## src/rtl/pinbank_pkg.sv

```systemverilog
package pinbank_pkg;

   // Width of one masked-write half and of the bus word
   localparam int unsigned BUS_W  = 32;
   localparam int unsigned HALF_W = BUS_W / 2;

   // Word indices (byte offset / 4) of the register file
   localparam int unsigned WIX_LEVEL = 0;
   localparam int unsigned WIX_MLO   = 1;
   localparam int unsigned WIX_MHI   = 2;
   localparam int unsigned WIX_DIR   = 3;
   localparam int unsigned WIX_OE    = 4;
   localparam int unsigned WIX_PIN   = 5;

   typedef enum logic [2:0] {
      RS_NONE,
      RS_LEVEL,
      RS_MLO,
      RS_MHI,
      RS_DIR,
      RS_OE,
      RS_PIN
   } regsel_e;

   // Masked merge: mask bit 1 keeps the old bit, 0 takes the new data bit
   function automatic logic [HALF_W-1:0] merge_half(
      input logic [HALF_W-1:0] old_bits,
      input logic [BUS_W-1:0]  word
   );
      logic [HALF_W-1:0] keep;
      keep = word[BUS_W-1:HALF_W];
      return (old_bits & keep) | (word[HALF_W-1:0] & ~keep);
   endfunction

endpackage

```

## src/rtl/pinbank_dec.sv

```systemverilog
module pinbank_dec
   import pinbank_pkg::*;
#(
   parameter int ADDR_W = 8
) (
   input  logic              psel,
   input  logic              penable,
   input  logic              pwrite,
   input  logic [ADDR_W-1:0] paddr,
   output regsel_e           sel,
   output logic              wr_stb
);

   localparam int IDX_W = ADDR_W - 2;

   logic [IDX_W-1:0] idx;
   logic             aligned;

   assign idx     = paddr[ADDR_W-1:2];
   assign aligned = (paddr[1:0] == 2'b00);

   always_comb begin
      sel = RS_NONE;
      if (aligned) begin
         case (idx)
            IDX_W'(WIX_LEVEL): sel = RS_LEVEL;
            IDX_W'(WIX_MLO):   sel = RS_MLO;
            IDX_W'(WIX_MHI):   sel = RS_MHI;
            IDX_W'(WIX_DIR):   sel = RS_DIR;
            IDX_W'(WIX_OE):    sel = RS_OE;
            IDX_W'(WIX_PIN):   sel = RS_PIN;
            default:           sel = RS_NONE;
         endcase
      end
   end

   // Register update happens only in the access phase of a write
   assign wr_stb = psel & penable & pwrite;

endmodule

```

## src/rtl/pinbank_regs.sv

```systemverilog
module pinbank_regs
   import pinbank_pkg::*;
#(
   parameter int N_CHAN = 32
) (
   input  logic              clk,
   input  logic              rst_n,
   input  logic              wr_stb,
   input  regsel_e           sel,
   input  logic [BUS_W-1:0]  wdata,
   output logic [N_CHAN-1:0] level_q,
   output logic [N_CHAN-1:0] dir_q,
   output logic [N_CHAN-1:0] oe_q
);

   localparam int N_HALF = N_CHAN / HALF_W;

   logic [N_CHAN-1:0] merged;
   logic [N_CHAN-1:0] level_d;
   logic [N_CHAN-1:0] dir_d;
   logic [N_CHAN-1:0] oe_d;

   // One merge unit per half; both see the same mask/data word
   for (genvar h = 0; h < N_HALF; h++) begin : g_half
      assign merged[h*HALF_W +: HALF_W] =
         merge_half(level_q[h*HALF_W +: HALF_W], wdata);
   end

   always_comb begin
      level_d = level_q;
      dir_d   = dir_q;
      oe_d    = oe_q;
      if (wr_stb) begin
         case (sel)
            RS_LEVEL: level_d = wdata[N_CHAN-1:0];
            RS_MLO:   level_d[HALF_W-1:0]      = merged[HALF_W-1:0];
            RS_MHI:   level_d[N_CHAN-1:HALF_W] = merged[N_CHAN-1:HALF_W];
            RS_DIR:   dir_d = wdata[N_CHAN-1:0];
            RS_OE:    oe_d  = wdata[N_CHAN-1:0];
            default:  ;
         endcase
      end
   end

   always_ff @(posedge clk or negedge rst_n) begin
      if (!rst_n) begin
         level_q <= '0;
         dir_q   <= '0;
         oe_q    <= '0;
      end else begin
         level_q <= level_d;
         dir_q   <= dir_d;
         oe_q    <= oe_d;
      end
   end

endmodule

```

## src/rtl/pinbank_sync.sv

```systemverilog
module pinbank_sync #(
   parameter int WIDTH  = 32,
   parameter int STAGES = 2
) (
   input  logic             clk,
   input  logic             rst_n,
   input  logic [WIDTH-1:0] din,
   output logic [WIDTH-1:0] dout
);

   logic [WIDTH-1:0] stg [STAGES];

   for (genvar s = 0; s < STAGES; s++) begin : g_stage
      if (s == 0) begin : g_first
         always_ff @(posedge clk or negedge rst_n) begin
            if (!rst_n) stg[0] <= '0;
            else        stg[0] <= din;
         end
      end else begin : g_next
         always_ff @(posedge clk or negedge rst_n) begin
            if (!rst_n) stg[s] <= '0;
            else        stg[s] <= stg[s-1];
         end
      end
   end

   assign dout = stg[STAGES-1];

endmodule

```

## src/rtl/pinbank_pad.sv

```systemverilog
module pinbank_pad #(
   parameter int N_CHAN = 32
) (
   input  logic [N_CHAN-1:0] level_q,
   input  logic [N_CHAN-1:0] dir_q,
   input  logic [N_CHAN-1:0] oe_q,
   input  logic [N_CHAN-1:0] mst_tri,
   input  logic [N_CHAN-1:0] pin_q,
   output logic [N_CHAN-1:0] pad_out,
   output logic [N_CHAN-1:0] pad_oe,
   output logic [N_CHAN-1:0] det_in
);

   for (genvar i = 0; i < N_CHAN; i++) begin : g_chan
      logic drive_req;
      assign drive_req  = dir_q[i] & oe_q[i];
      assign pad_out[i] = level_q[i];
      assign pad_oe[i]  = drive_req & ~mst_tri[i];
      assign det_in[i]  = pin_q[i] & ~dir_q[i];
   end

endmodule

```

## src/rtl/pinbank_apb.sv

```systemverilog
module pinbank_apb
   import pinbank_pkg::*;
#(
   parameter int N_CHAN      = 32,
   parameter int ADDR_W      = 8,
   parameter int SYNC_STAGES = 2
) (
   input  logic              pclk,
   input  logic              presetn,
   input  logic              psel,
   input  logic              penable,
   input  logic              pwrite,
   input  logic [ADDR_W-1:0] paddr,
   input  logic [31:0]       pwdata,
   output logic [31:0]       prdata,
   output logic              pready,
   input  logic [N_CHAN-1:0] pad_in,
   input  logic [N_CHAN-1:0] mst_tri,
   output logic [N_CHAN-1:0] pad_out,
   output logic [N_CHAN-1:0] pad_oe,
   output logic [N_CHAN-1:0] det_in
);

   // Elaboration-time parameter checks
   if (N_CHAN != BUS_W) begin : g_bad_chan
      $error("pinbank_apb: N_CHAN must equal the 32-bit bus width");
   end
   if (ADDR_W < 5) begin : g_bad_addr
      $error("pinbank_apb: ADDR_W must cover offsets up to 0x14");
   end
   if (SYNC_STAGES < 2) begin : g_bad_sync
      $error("pinbank_apb: SYNC_STAGES must be at least 2");
   end

   regsel_e           sel;
   logic              wr_stb;
   logic [N_CHAN-1:0] level_q;
   logic [N_CHAN-1:0] dir_q;
   logic [N_CHAN-1:0] oe_q;
   logic [N_CHAN-1:0] pin_q;

   pinbank_dec #(.ADDR_W(ADDR_W)) u_dec (
      .psel    (psel),
      .penable (penable),
      .pwrite  (pwrite),
      .paddr   (paddr),
      .sel     (sel),
      .wr_stb  (wr_stb)
   );

   pinbank_regs #(.N_CHAN(N_CHAN)) u_regs (
      .clk     (pclk),
      .rst_n   (presetn),
      .wr_stb  (wr_stb),
      .sel     (sel),
      .wdata   (pwdata),
      .level_q (level_q),
      .dir_q   (dir_q),
      .oe_q    (oe_q)
   );

   pinbank_sync #(.WIDTH(N_CHAN), .STAGES(SYNC_STAGES)) u_sync (
      .clk   (pclk),
      .rst_n (presetn),
      .din   (pad_in),
      .dout  (pin_q)
   );

   pinbank_pad #(.N_CHAN(N_CHAN)) u_pad (
      .level_q (level_q),
      .dir_q   (dir_q),
      .oe_q    (oe_q),
      .mst_tri (mst_tri),
      .pin_q   (pin_q),
      .pad_out (pad_out),
      .pad_oe  (pad_oe),
      .det_in  (det_in)
   );

   // Zero-wait-state read mux
   always_comb begin
      prdata = '0;
      if (psel && !pwrite) begin
         case (sel)
            RS_LEVEL, RS_MLO, RS_MHI: prdata = level_q;
            RS_DIR:                   prdata = dir_q;
            RS_OE:                    prdata = oe_q;
            RS_PIN:                   prdata = pin_q;
            default:                  prdata = '0;
         endcase
      end
   end

   assign pready = 1'b1;

endmodule

```

## config.mk

```make
export PLATFORM = sky130hd
export DESIGN_NAME = pinbank_apb
export DESIGN_NICKNAME = d
export VERILOG_FILES = /design/src/rtl/pinbank_pkg.sv /design/src/rtl/pinbank_dec.sv /design/src/rtl/pinbank_regs.sv /design/src/rtl/pinbank_sync.sv /design/src/rtl/pinbank_pad.sv /design/src/rtl/pinbank_apb.sv
export SDC_FILE = /design/constraint.sdc
export NUM_CORES = 1
export LEC_CHECK = 0
export CAP_MARGIN = 10
export CORE_MARGIN = 8
export CORE_UTILIZATION = 44
export CTS_CLUSTER_DIAMETER = 50
export DETAILED_ROUTE_END_ITERATION = 12
export GPL_ROUTABILITY_DRIVEN = 0
export PLACE_DENSITY = 0.89
export SLEW_MARGIN = 20
export SYNTH_ARGS = -nofsm -noshare
export SYNTH_HDL_FRONTEND = slang
export SYNTH_SLANG_ARGS = --single-unit
```

## constraint.sdc

```tcl
create_clock -name pclk -period 4.05 [get_ports pclk]
set_input_delay 0.6075 -clock pclk [delete_from_list [all_inputs] [get_ports pclk]]
set_output_delay 0.6075 -clock pclk [all_outputs]
set_load 0.01 [all_outputs]
```

After elaboration in Yosys (flattened, before gate mapping):

Cells that the tools add are included.

* output and inout bits: 129
* logic and storage cells: 202
* bits in registers: 160
* input bits: 109

* bitwise gates (word level): 168
* equal/unequal tests: 11
* muxes and demuxes: 6
* reductions and logical operators: 11

Operators by type and width (number)
* one-hot mux 32 bit (4 select lines): 1
* bitwise AND 1 bit: 98
* inverter 1 bit: 64
* one-hot mux 16 bit (2 select lines): 2
* bitwise AND 16 bit: 3
* 2-to-1 mux 32 bit: 1
* bitwise OR 16 bit: 2
* one-hot mux 3 bit (6 select lines): 1
* inverter 16 bit: 1
* == test 6 x 2 -> 1 bit (second input constant): 2
* == test 6 x 3 -> 1 bit (second input constant): 2
* == test 3 bit (second input constant): 3
* AND reduction 2 bit: 4
* == test 3 x 2 -> 1 bit (second input constant): 2
* == test 6 x 1 -> 1 bit (second input constant): 1
* logical NOT 6 bit: 1
* nonzero test 2 bit: 2
* == test 3 x 1 -> 1 bit (second input constant): 1
* 2-to-1 mux 3 bit: 1
* OR reduction 3 bit: 1
* logical NOT 2 bit: 1
* logical AND 1 bit: 1
* logical NOT 1 bit: 1

Depth between registers and ports, before layout:

* depth in word-level cells: 7
* mapped depth: 7
* depth with buffers taken out: 4

By module:

From an unflattened synthesis, not the netlist that was laid out.

* cell total of the unflattened synthesis: 714
* area total of the unflattened synthesis: 8162.8 um^2

By module, submodules not included
* pinbank_regs: area each 4291.6 um^2, times used 1, cells each 323
* pinbank_sync: area each 1841.8 um^2, times used 1, cells each 96
* pinbank_apb: area each 1232.4 um^2, times used 1, cells each 190
* pinbank_pad: area each 720.7 um^2, times used 1, cells each 96
* pinbank_dec: area each 76.3 um^2, times used 1, cells each 9

Least setup slack after synthesis:

No wires, ideal clock.

* kind: in2out
* start point: input paddr[5]
* end point: output prdata[10]
* data arrival time: 2.051 ns
* stages on the path: 6
* setup slack: 1.391 ns
* buffers on the path: 2
* data required time: 3.442 ns
* cells stage by stage: nor3_1 > and3_1 > clkbuf_1 > buf_2 > a222oi_1 > nor2_1

* word-level cells in the longest chain between the ends: 7

Ends and longest elaborated chain
* start, declared: line pinbank_apb.sv:13 `input logic [ADDR_W-1:0] paddr,`
* == test 6 x 3 -> 1 bit, or another cell as far along: line pinbank_dec.sv:25 `case (idx)`
* one-hot mux 3 bit (6 select lines) (*): line pinbank_dec.sv:25
* 2-to-1 mux 3 bit (*): line pinbank_dec.sv:24 `if (aligned) begin`
* == test 3 x 2 -> 1 bit or == test 3 x 1 -> 1 bit (tied branches): line pinbank_apb.sv:84 `case (sel)`
* OR reduction 3 bit: line pinbank_apb.sv:84
* one-hot mux 32 bit (4 select lines) (*): line pinbank_apb.sv:84
* 2-to-1 mux 32 bit (*): line pinbank_apb.sv:83 `if (psel && !pwrite) begin`
* end, declared: line pinbank_apb.sv:15 `output logic [31:0] prdata,`

Every way passes the cells marked *; elsewhere a longest branch is shown, timed or not.

Worst setup path in the final report:

* start point: input paddr[1]
* end point: output prdata[8]

* word-level cells in the longest chain between the ends: 6

Ends and longest elaborated chain
* logical NOT 2 bit (*): line pinbank_dec.sv:20 `assign aligned = (paddr[1:0] == 2'b00);`
* 2-to-1 mux 3 bit (*): line pinbank_dec.sv:24
* == test 3 x 2 -> 1 bit or == test 3 x 1 -> 1 bit (tied branches): line pinbank_apb.sv:84
* OR reduction 3 bit: line pinbank_apb.sv:84
* one-hot mux 32 bit (4 select lines) (*): line pinbank_apb.sv:84
* 2-to-1 mux 32 bit (*): line pinbank_apb.sv:83

Marks and branches as above.

==> reports/summary.txt <==
Sw Share = 0.2218
Buf+Inv Stages, Crit Path = 3
Predominant post-synthesis flop cell = dfrtp_1
Psw = 823.3 µW
Worst-Skew Late Latency = 410 ps
CP Capture Type = output pin
Initial Util = 0.4430
DRT Wirelength = 22410 µm
Total gr overflow = 0
Gate Count Post-Synth = 575
HP Class = primary input to asynchronous set/reset pin
Drt pass-1 iters = 8
Avg WL per Cell = 21.57 µm
DR vias = 5841
Post-CTS setup buffer count = 0
Status = finished clean
Num CTS Buffers = 17
Pleak = 0.004318 µW
Tot GR Track Use = 0.2218
CTS tree = done
P_int = 2888 µW
Share of layout cells above drive strength 1 = 0.1730
Final Cycle Share = 0.8921
Cells after DPL = 1005
Clock skew = 3.193 ps
Hpwl dp = 16140 µm
Longest Clk Path Bufs = 2
# clock sinks = 160
H-tree level count = 4
Crit path max-delay family = buffers and inverters
Critical-path cell with the highest stage delay = clkdlybuf4s50_1
Initial antenna violation count = 2
Most used cell, CP = clkdlybuf4s50_1
Final cell count without fillers = 1039
WP data required = 3440 ps
Final TNS setup = 0 ps
Worst-path clk slew = 60 ps
Post-synth EDFFs = 0
Number of core rows = 46
Slew Limit Fails = 0
Yosys warns = 0
Clk pwr share = 0.445
Unrepaired setup endpoints after global routing = false
Yosys reg bits = 160
Slew margin rel. = 0.3021
Fmax = 276.8 MHz
Final setup fails = 0
Most frequent cells in the layout = 233 x clkdlybuf4s50_1, 160 x dfrtp_1, 69 x mux2_2
Fin nets = 917
Power per cell area = 365.5 nW/µm²
Final Util = 0.6511
Vias in the first global route = 6034
PortBufs = 236
CP startpoint kind = primary input
Fin crit period = 3613 ps
Reg2reg setup slack = 3160 ps
Die Footprint = 19970 µm²
Commonest non-fill, non-tap cell in the layout = clkdlybuf4s50_1
Drt initial violations = 489
First-pass GRT wire length = 34050 µm
Post-synthesis sequential area ratio = 0.5795
Die W = 141.3 µm
Tightest Pin Transition = 1047 ps
Synth async-reset ratio = 1.000
Reg power frac = 0.455
Synthesis-to-layout area growth = 46.98%
Die height = 141.3 µm
Post-synthesis average cell area = 12.02 µm²
Post-Syn Nets = 684
Max-cap viol count = 0
Routed vias/inst = 5.622
Path depth of the worst reg2reg path = 1
Largest fanout on the critical path = 16
Crit path cell chain = clkdlybuf4s50_1, nor3_1, and3_2, buf_4, a222oi_1, nor2_1, clkdlybuf4s50_1
Library cells used by synthesis = 34
Synthesized area = 6909 µm²
CTS hold repair buffers = 0
Critical path type = primary input to output pin
Peak VDD IR = 228.4 µV
CP max stage delay = 560 ps
Final hold vios = 0
Largest net degree at the start of global routing = 93
Critical Path AT = 3010 ps
Routed Antenna Nets = 0
Logic gate share of total power = 0.100
Cts repair resizes = 0
Clk root buf = clkbuf_16
DRC Markers = 0
Ports = 238
CORE AREA = 15600 µm²
## power groups by stage
stage	clock, µW	sequential, µW	combinational, µW
2_1_floorplan	0	1710	113
3_3_place_gp	0	1710	366
3_5_place_dp	0	1720	371
4_1_cts	1680	1690	374
5_1_grt	1750	1690	397
6_report	1650	1690	371
## cells in the mapped netlist (3+ instances only)
library cell / count / area, µm²
dfrtp_1: 160 / 4004
a21oi_2: 10 / 87.58
buf_2: 8 / 40.04
nand3_1: 3 / 15.01
mux2_1: 11 / 123.9
mux2_2: 69 / 777.0
a222oi_1: 32 / 320.3
a21oi_1: 53 / 265.3
a22o_1: 32 / 280.3
nand4_1: 16 / 100.1
buf_4: 4 / 30.03
nor2_1: 65 / 244.0
nor2b_1: 33 / 206.5
clkbuf_1: 23 / 86.33
nand2_1: 32 / 120.1
## logic make-up (layout without fill, tap and decap cells)
logic type	count (synthesis)	in the layout	share of synthesized area
simple gates	163	163	0.1150
flops	160	160	0.5795
compound gates	131	131	0.1458
mux	80	80	0.1304
buf+inv	39	285	0.02753
other cells	1	3	0.0005428
xor+xnor	1	1	0.001268
## worst max path at each step
stage,start,to,slack (ps),cells after the start
after CTS,paddr[1],prdata[8],440,7
final,paddr[1],prdata[8],440,7
after global placement,paddr[1],prdata[6],550,7
after detailed placement,paddr[1],prdata[8],460,7
after global routing,paddr[1],prdata[8],380,7
after floorplan,paddr[5],prdata[10],1390,6
## area by class of cell
cell class	instances	area (µm²)
antenna	2	5.005
clock buffer	20	446.7
clock inverter	12	165.2
fill	1144	5443
multi-input combinational	376	2758
sequential	160	4004
tap	216	270.3
timing repair buffer	253	2506
## layer usage
layer  vias up  GRT usage  wire length [µm]
met5         -          0                 0
met4         0    0.09842               643
met3        43    0.05511              1744
met2       289     0.3792             11240
met1      2926     0.2602              8781
li1       2583          -                 -
## through the flow
stage	cell area (µm²)	hold WS, ps	worst slack (ps)	power, µW
finish	10150	264.5	437.1	3712
floorplan	6909	311.9	1391	1825
global route	10150	313.7	375.4	3845
global placement	9538	332.2	545.1	2080
CTS	10150	288.6	444.4	3748
detailed placement	9538	334.7	460.2	2089
(Power assumes the default switching activity.)
